==> src/rtl/fbw_pkg.sv <==
package fbw_pkg;
  typedef enum logic [1:0] {PH_IDLE, PH_SETUP, PH_ERASE} phase_e;
  typedef enum logic [1:0] {K_IDLE, K_HALF, K_ARMED} key_e;
  localparam logic [1:0] SEL_ADDR = 2'd0;
  localparam logic [1:0] SEL_DATA = 2'd1;
  localparam logic [1:0] SEL_CTRL = 2'd2;
  localparam logic [1:0] SEL_KEY  = 2'd3;
  localparam logic [7:0] KEY_FIRST  = 8'h55;
  localparam logic [7:0] KEY_SECOND = 8'hAA;
endpackage

==> src/rtl/fbw_unlock.sv <==
module fbw_unlock
  import fbw_pkg::*;
(
  input  logic       clk,
  input  logic       rst,
  input  logic       wr_en,
  input  logic [1:0] wr_sel,
  input  logic [7:0] key_byte,
  output logic       armed
);
  key_e st_q;

  always_ff @(posedge clk) begin
    if (rst) begin
      st_q <= K_IDLE;
    end else if (wr_en) begin
      if (wr_sel == SEL_KEY) begin
        // any byte off the expected path drops back to idle
        if (st_q == K_IDLE && key_byte == KEY_FIRST)
          st_q <= K_HALF;
        else if (st_q == K_HALF && key_byte == KEY_SECOND)
          st_q <= K_ARMED;
        else
          st_q <= K_IDLE;
      end else begin
        // address, data and control writes all consume or break the unlock
        st_q <= K_IDLE;
      end
    end
  end

  assign armed = (st_q == K_ARMED);
endmodule

==> src/rtl/fbw_seq.sv <==
module fbw_seq
  import fbw_pkg::*;
#(
  parameter int SETUP_CYC = 2,
  parameter int ERASE_CYC = 16
) (
  input  logic clk,
  input  logic rst,
  input  logic go_i,
  input  logic commit_i,
  output logic busy_o,
  output logic stall_o,
  output logic latch_o,
  output logic erase_o,
  output logic prog_o
);
  localparam int MAXC = (SETUP_CYC > ERASE_CYC) ? SETUP_CYC : ERASE_CYC;
  localparam int CW = $clog2(MAXC + 1);
  localparam logic [CW-1:0] SET_LAST = CW'(SETUP_CYC - 1);
  localparam logic [CW-1:0] ERA_LAST = CW'(ERASE_CYC - 1);

  phase_e ph_q;
  logic [CW-1:0] cnt_q;
  logic commit_q;

  assign latch_o = (ph_q == PH_SETUP) && (cnt_q == SET_LAST);
  assign erase_o = latch_o && commit_q;
  assign prog_o  = (ph_q == PH_ERASE) && (cnt_q == ERA_LAST);
  assign busy_o  = (ph_q != PH_IDLE);
  assign stall_o = (ph_q == PH_ERASE);

  always_ff @(posedge clk) begin
    if (rst) begin
      ph_q     <= PH_IDLE;
      cnt_q    <= '0;
      commit_q <= 1'b0;
    end else begin
      case (ph_q)
        PH_IDLE: if (go_i) begin
          ph_q     <= PH_SETUP;
          cnt_q    <= '0;
          commit_q <= commit_i;
        end
        PH_SETUP: begin
          if (cnt_q == SET_LAST) begin
            cnt_q <= '0;
            ph_q  <= commit_q ? PH_ERASE : PH_IDLE;
          end else begin
            cnt_q <= cnt_q + 1'b1;
          end
        end
        PH_ERASE: begin
          if (cnt_q == ERA_LAST) begin
            cnt_q <= '0;
            ph_q  <= PH_IDLE;
          end else begin
            cnt_q <= cnt_q + 1'b1;
          end
        end
        default: ph_q <= PH_IDLE;
      endcase
    end
  end
endmodule

==> src/rtl/fbw_array.sv <==
module fbw_array #(
  parameter int ADDR_W = 6,
  parameter int WORD_W = 14
) (
  input  logic              clk,
  input  logic              rst,
  input  logic              latch_i,
  input  logic              erase_i,
  input  logic              prog_i,
  input  logic [ADDR_W-1:0] op_addr,
  input  logic [WORD_W-1:0] op_data,
  input  logic [ADDR_W-1:0] rd_addr,
  output logic [WORD_W-1:0] rd_data
);
  localparam int DEPTH = 1 << ADDR_W;
  localparam int BLK = 8;
  localparam int REG = 16;

  logic [WORD_W-1:0] mem_q [DEPTH];
  logic [WORD_W-1:0] buf_q [BLK];

  always_ff @(posedge clk) begin
    if (rst) begin
      for (int i = 0; i < BLK; i++) buf_q[i] <= '1;
    end else if (latch_i) begin
      buf_q[op_addr[2:0]] <= op_data;
    end
  end

  always_ff @(posedge clk) begin
    if (rst) begin
      for (int i = 0; i < DEPTH; i++) mem_q[i] <= '1;
    end else if (erase_i) begin
      for (int i = 0; i < REG; i++)
        mem_q[{op_addr[ADDR_W-1:4], 4'(i)}] <= '1;
    end else if (prog_i) begin
      for (int i = 0; i < BLK; i++)
        mem_q[{op_addr[ADDR_W-1:3], 3'(i)}] <= buf_q[i];
    end
  end

  assign rd_data = mem_q[rd_addr];
endmodule

==> src/rtl/flash_blk_wr.sv <==
module flash_blk_wr
  import fbw_pkg::*;
#(
  parameter int ADDR_W    = 6,
  parameter int WORD_W    = 14,
  parameter int SETUP_CYC = 2,
  parameter int ERASE_CYC = 16
) (
  input  logic              clk,
  input  logic              rst,
  input  logic              reg_wr_en,
  input  logic [1:0]        reg_sel,
  input  logic [WORD_W-1:0] reg_wdata,
  input  logic [1:0]        wp_level,
  input  logic [ADDR_W-1:0] rd_addr,
  output logic [WORD_W-1:0] rd_data,
  output logic              busy,
  output logic              cpu_stall,
  output logic              mem_sel
);
  logic [ADDR_W-1:0] addr_q, op_addr_q;
  logic [WORD_W-1:0] data_q, op_data_q;
  logic armed, go, prot_hit, ctrl_wr, commit;
  logic latch, erase, prog;

  fbw_unlock u_key (
    .clk(clk), .rst(rst), .wr_en(reg_wr_en), .wr_sel(reg_sel),
    .key_byte(reg_wdata[7:0]), .armed(armed)
  );

  assign prot_hit = (addr_q[ADDR_W-1 -: 2] < wp_level);
  assign ctrl_wr  = reg_wr_en && (reg_sel == SEL_CTRL);
  assign go       = ctrl_wr && reg_wdata[0] && reg_wdata[1] && armed && !busy && !prot_hit;
  assign commit   = &addr_q[2:0];

  always_ff @(posedge clk) begin
    if (rst) begin
      addr_q    <= '0;
      data_q    <= '0;
      op_addr_q <= '0;
      op_data_q <= '0;
      mem_sel   <= 1'b0;
    end else begin
      if (reg_wr_en && reg_sel == SEL_ADDR) addr_q <= reg_wdata[ADDR_W-1:0];
      if (reg_wr_en && reg_sel == SEL_DATA) data_q <= reg_wdata;
      if (ctrl_wr) mem_sel <= reg_wdata[1];
      if (go) begin
        op_addr_q <= addr_q;
        op_data_q <= data_q;
      end
    end
  end

  fbw_seq #(.SETUP_CYC(SETUP_CYC), .ERASE_CYC(ERASE_CYC)) u_seq (
    .clk(clk), .rst(rst), .go_i(go), .commit_i(commit),
    .busy_o(busy), .stall_o(cpu_stall), .latch_o(latch),
    .erase_o(erase), .prog_o(prog)
  );

  fbw_array #(.ADDR_W(ADDR_W), .WORD_W(WORD_W)) u_arr (
    .clk(clk), .rst(rst), .latch_i(latch), .erase_i(erase), .prog_i(prog),
    .op_addr(op_addr_q), .op_data(op_data_q),
    .rd_addr(rd_addr), .rd_data(rd_data)
  );

  // an operation only begins after the tracker was armed
  p_start_keyed_r1: assert property (@(posedge clk) disable iff (rst)
    $rose(busy) |-> $past(armed));
  // the accepting control write consumed the key
  p_key_consumed_r10: assert property (@(posedge clk) disable iff (rst)
    $rose(busy) |-> !armed);
  // no operation begins toward a protected quarter
  p_prot_block_r7: assert property (@(posedge clk) disable iff (rst)
    $rose(busy) |-> !$past(prot_hit));
  // an operation only begins with program memory selected
  p_memsel_r2: assert property (@(posedge clk) disable iff (rst)
    $rose(busy) |-> mem_sel);
  // the stall ends together with the operation
  p_stall_end_r4: assert property (@(posedge clk) disable iff (rst)
    $fell(cpu_stall) |-> !busy);
endmodule

==> config.mk <==
export PLATFORM = sky130hd
export DESIGN_NAME = flash_blk_wr
export DESIGN_NICKNAME = d
export VERILOG_FILES = /design/src/rtl/fbw_pkg.sv /design/src/rtl/fbw_unlock.sv /design/src/rtl/fbw_seq.sv /design/src/rtl/fbw_array.sv /design/src/rtl/flash_blk_wr.sv
export SDC_FILE = /design/constraint.sdc
export NUM_CORES = 1
export LEC_CHECK = 0
export ABC_AREA = 1
export BUFFER_PORTS_ARGS = -buffer_cell sky130_fd_sc_hd__buf_2
export CORE_MARGIN = 2
export CORE_UTILIZATION = 38
export CTS_CLUSTER_DIAMETER = 30
export DETAILED_ROUTE_END_ITERATION = 8
export PLACE_DENSITY = 0.61
export SLEW_MARGIN = 10
export SYNTH_ARGS = -nofsm -noshare
export SYNTH_HDL_FRONTEND = slang
export SYNTH_HIERARCHICAL = 1
export SYNTH_SLANG_ARGS = --single-unit
==> constraint.sdc <==
create_clock -name clk -period 12.12 [get_ports clk]
set_input_delay 2.424 -clock clk [delete_from_list [all_inputs] [get_ports clk]]
set_output_delay 2.424 -clock clk [all_outputs]
set_load 0.02 [all_outputs]
==> metrics.txt <==
status finished clean; Die Height 357 um; VDD IR max 0.126 mV; Crit Path Category in2out; Yosys top cell by area edfxtp_1; post-synthesis instance total 4,788; row cnt 129; post-route insts no fill 6,611; area share of the largest cell type after synthesis 63.8%; core area 124,000 um2; actual slew at the worst max-slew pin 1.28 ns; TritonCTS Sinks 1,059; first-pass GRT wire length 202 mm; min Tclk post-route 8.40 ns; Final Hold Viols 0; Max FO, Critical Path 178; port buffer count 43; CP Capture Type output port; CP peak stage delay 0.93 ns; RSZ-0062 raised after global routing no; R2R cell count 12; die footprint 128,000 um2; total number of yosys warnings 6; Hold Buf Count CTS 0; DPL Wire Length 67.6 mm; # diodes 0; Setup crit start rd_addr[0]; Reg2Reg Capture Point u_arr/mem_q[58][2]$_SDFFCE_PN1P_; fraction of layout cells with a size suffix above 1 9.69%; Resized cells post-CTS 0; # nets final 4,827; WL/cell 20.1 um; Min-Delay Path Class reg2reg; Max Clock Skew 0.0530 ns; number of global-route vias before repair 34,065; Residual DRC 0; Critical Path RT 9.70 ns; Hold Slack 0.458 ns; H-tree depth 4; Slew HR 14.6%; antenna violations before repair 3; DP Area 48,400 um2; root buffer cell clkbuf_16; Final Slew Violations 0; Avg Inst Size Synth 9.92 um2; GR Util All Layers 20.8%; Die Wd 357 um; Max Root-Sink Buffers 3; PD cells 186 nW/um2; Clock transition at path regs 0.04 ns; final setup TNS 0 ns; Syn Nets 4,824; grt ovf 0; max cap viols 0; Setup-failing EPs final 0; Seq/Total Area, Yosys 65.9%; Post-DRT Antenna Nets 0; post-synthesis instance area 47,500 um2; distinct cell type count after synthesis 28; leakage 19.4 nW; I/O pin count 44; top post-synthesis cells by area edfxtp_1, nand2_1, nand3_1; detailed-route via count 34,361; synthesis-stage register bit count 1,059; DR pass1 iterations 5; Post-Route WL 133 mm; starting DRC count in detailed routing 3,862; post-CTS setup buffer count 0; final worst-path cycle share 69.3%; slowest CP cell buf_4; Cell Chain, Critical Path buf_8 > inv_12 > buf_4 > nand2_1 > nand3_1 > nand3_1 > nand2_1 > nand2_1 > nand3_1 > nand3_1 > nand2_1 > buf_2; reg2reg setup slack 8.12 ns; Max Freq 0.119 GHz; Skew-Pair Late Insertion Delay 0.80 ns; crit path to rd_data[7]; CTS Buf Count 215; crit path launch type input port; Final Wtd Congestion 0.782; Synth-to-Final Area Change 17.3%; design area 55,700 um2; vias per inst 5.20; WP data arrival 5.98 ns; largest net degree at the start of global routing 185; placed cells 6,211; CTS tree done; worst r2r src u_seq/cnt_q[0]$_SDFFE_PP0P_; Starting Density 38.3%
cell usage after synthesis (all sizes together):
library cell,instances
a21oi,31
nor3,1
buf,291
clkbuf,21
nand3,764
nand4,21
edfxtp,1008
nand2,2234
ha,9
o21ai,43
nor2,68
inv,246
dfxtp,51
registers in the layout, indices dropped and copies added (netlist names), 5 cells and up:
| name | count |
|---|---|
| addr_q | 6 |
| u_seq/cnt_q | 5 |
| data_q | 14 |
| op_addr_q | 6 |
| op_data_q | 14 |
| u_arr/mem_q | 896 |
| u_arr/buf_q | 112 |
power breakdown:
part	internal, mW	leakage (nW)	total, mW	switching [mW]
Clock	3.83	3.48	5.82	1.99
Sequential	4.05	7.97	4.06	0.0108
Combinational	0.112	7.92	0.471	0.359
worst max-delay path, delay by kind of cell:
| kind | cells | cell delay [ns] |
|---|---|---|
| buf+inv | 4 | 2.17 |
| simple gates | 8 | 1.07 |
metrics by stage:
| stage | utilization (%) | setup WS, ns | total power, mW |
|---|---|---|---|
| CTS | 45.0 | 3.83 | 10.4 |
| global route | 45.0 | 3.54 | 10.6 |
| global placement | 39.1 | 3.81 | 4.58 |
| floorplan | - | 0.835 | 4.49 |
| finish | 45.0 | 3.72 | 10.3 |
| detailed placement | 39.1 | 3.82 | 4.59 |
cells by family after synthesis:
family,count (synthesis),share of synthesized area (%)
compound gates,74,0.820
fa+ha+maj,9,0.237
buf+inv,558,6.32
flops,1059,65.9
simple gates,3088,26.7
layout make-up:
class,instances,area [um2]
Tap cell,1637,2050
Clock buffer,250,5540
Multi-Input combinational cell,3171,13400
Clock inverter,150,1770
Timing Repair Buffer,98,674
Inverter,246,953
Sequential cell,1059,31300
Fill cell,11388,68100
cell usage in the layout, fill, tap and decap left out:
cell type	n
a21oi_1	29
a21oi_2	1
a21oi_4	1
buf_12	2
buf_2	40
buf_4	54
buf_8	1
bufinv_16	26
clkbuf_1	32
clkbuf_16	215
clkbuf_8	4
clkinv_1	34
clkinv_16	9
clkinv_2	39
clkinv_4	9
clkinv_8	4
clkinvlp_4	25
dfxtp_1	51
edfxtp_1	1008
ha_1	9
inv_1	237
inv_12	1
inv_16	3
inv_2	6
inv_6	3
nand2_1	2229
nand2_2	2
nand2_4	3
nand3_1	761
nand3_2	3
nand4_1	21
nor2_1	54
nor2_2	5
nor2_4	9
nor3_1	1
o21ai_0	26
o21ai_2	1
o21ai_4	16
metal layers:
layer	up-vias	GRT usage, %	routed length (um)
met5	-	0	0
met4	0	7.54	3700
met3	246	4.12	11700
met2	1468	33.2	61100
met1	16700	28.2	56000
li1	15947	-	-
worst min-delay path by stage:
stage | from | to | slack (ns) | depth (start not counted)
after floorplan | addr_q[3]$_SDFFE_PP0P_ | addr_q[3]$_SDFFE_PP0P_ | 0.43 | 2
after global placement | data_q[5]$_SDFFE_PP0P_ | data_q[5]$_SDFFE_PP0P_ | 0.44 | 2
after detailed placement | data_q[9]$_SDFFE_PP0P_ | data_q[9]$_SDFFE_PP0P_ | 0.45 | 2
after CTS | data_q[9]$_SDFFE_PP0P_ | data_q[9]$_SDFFE_PP0P_ | 0.46 | 2
after global routing | data_q[12]$_SDFFE_PP0P_ | data_q[12]$_SDFFE_PP0P_ | 0.48 | 2
final | data_q[5]$_SDFFE_PP0P_ | data_q[5]$_SDFFE_PP0P_ | 0.46 | 2
No activity file was read; power rests on OpenSTA's default activity.
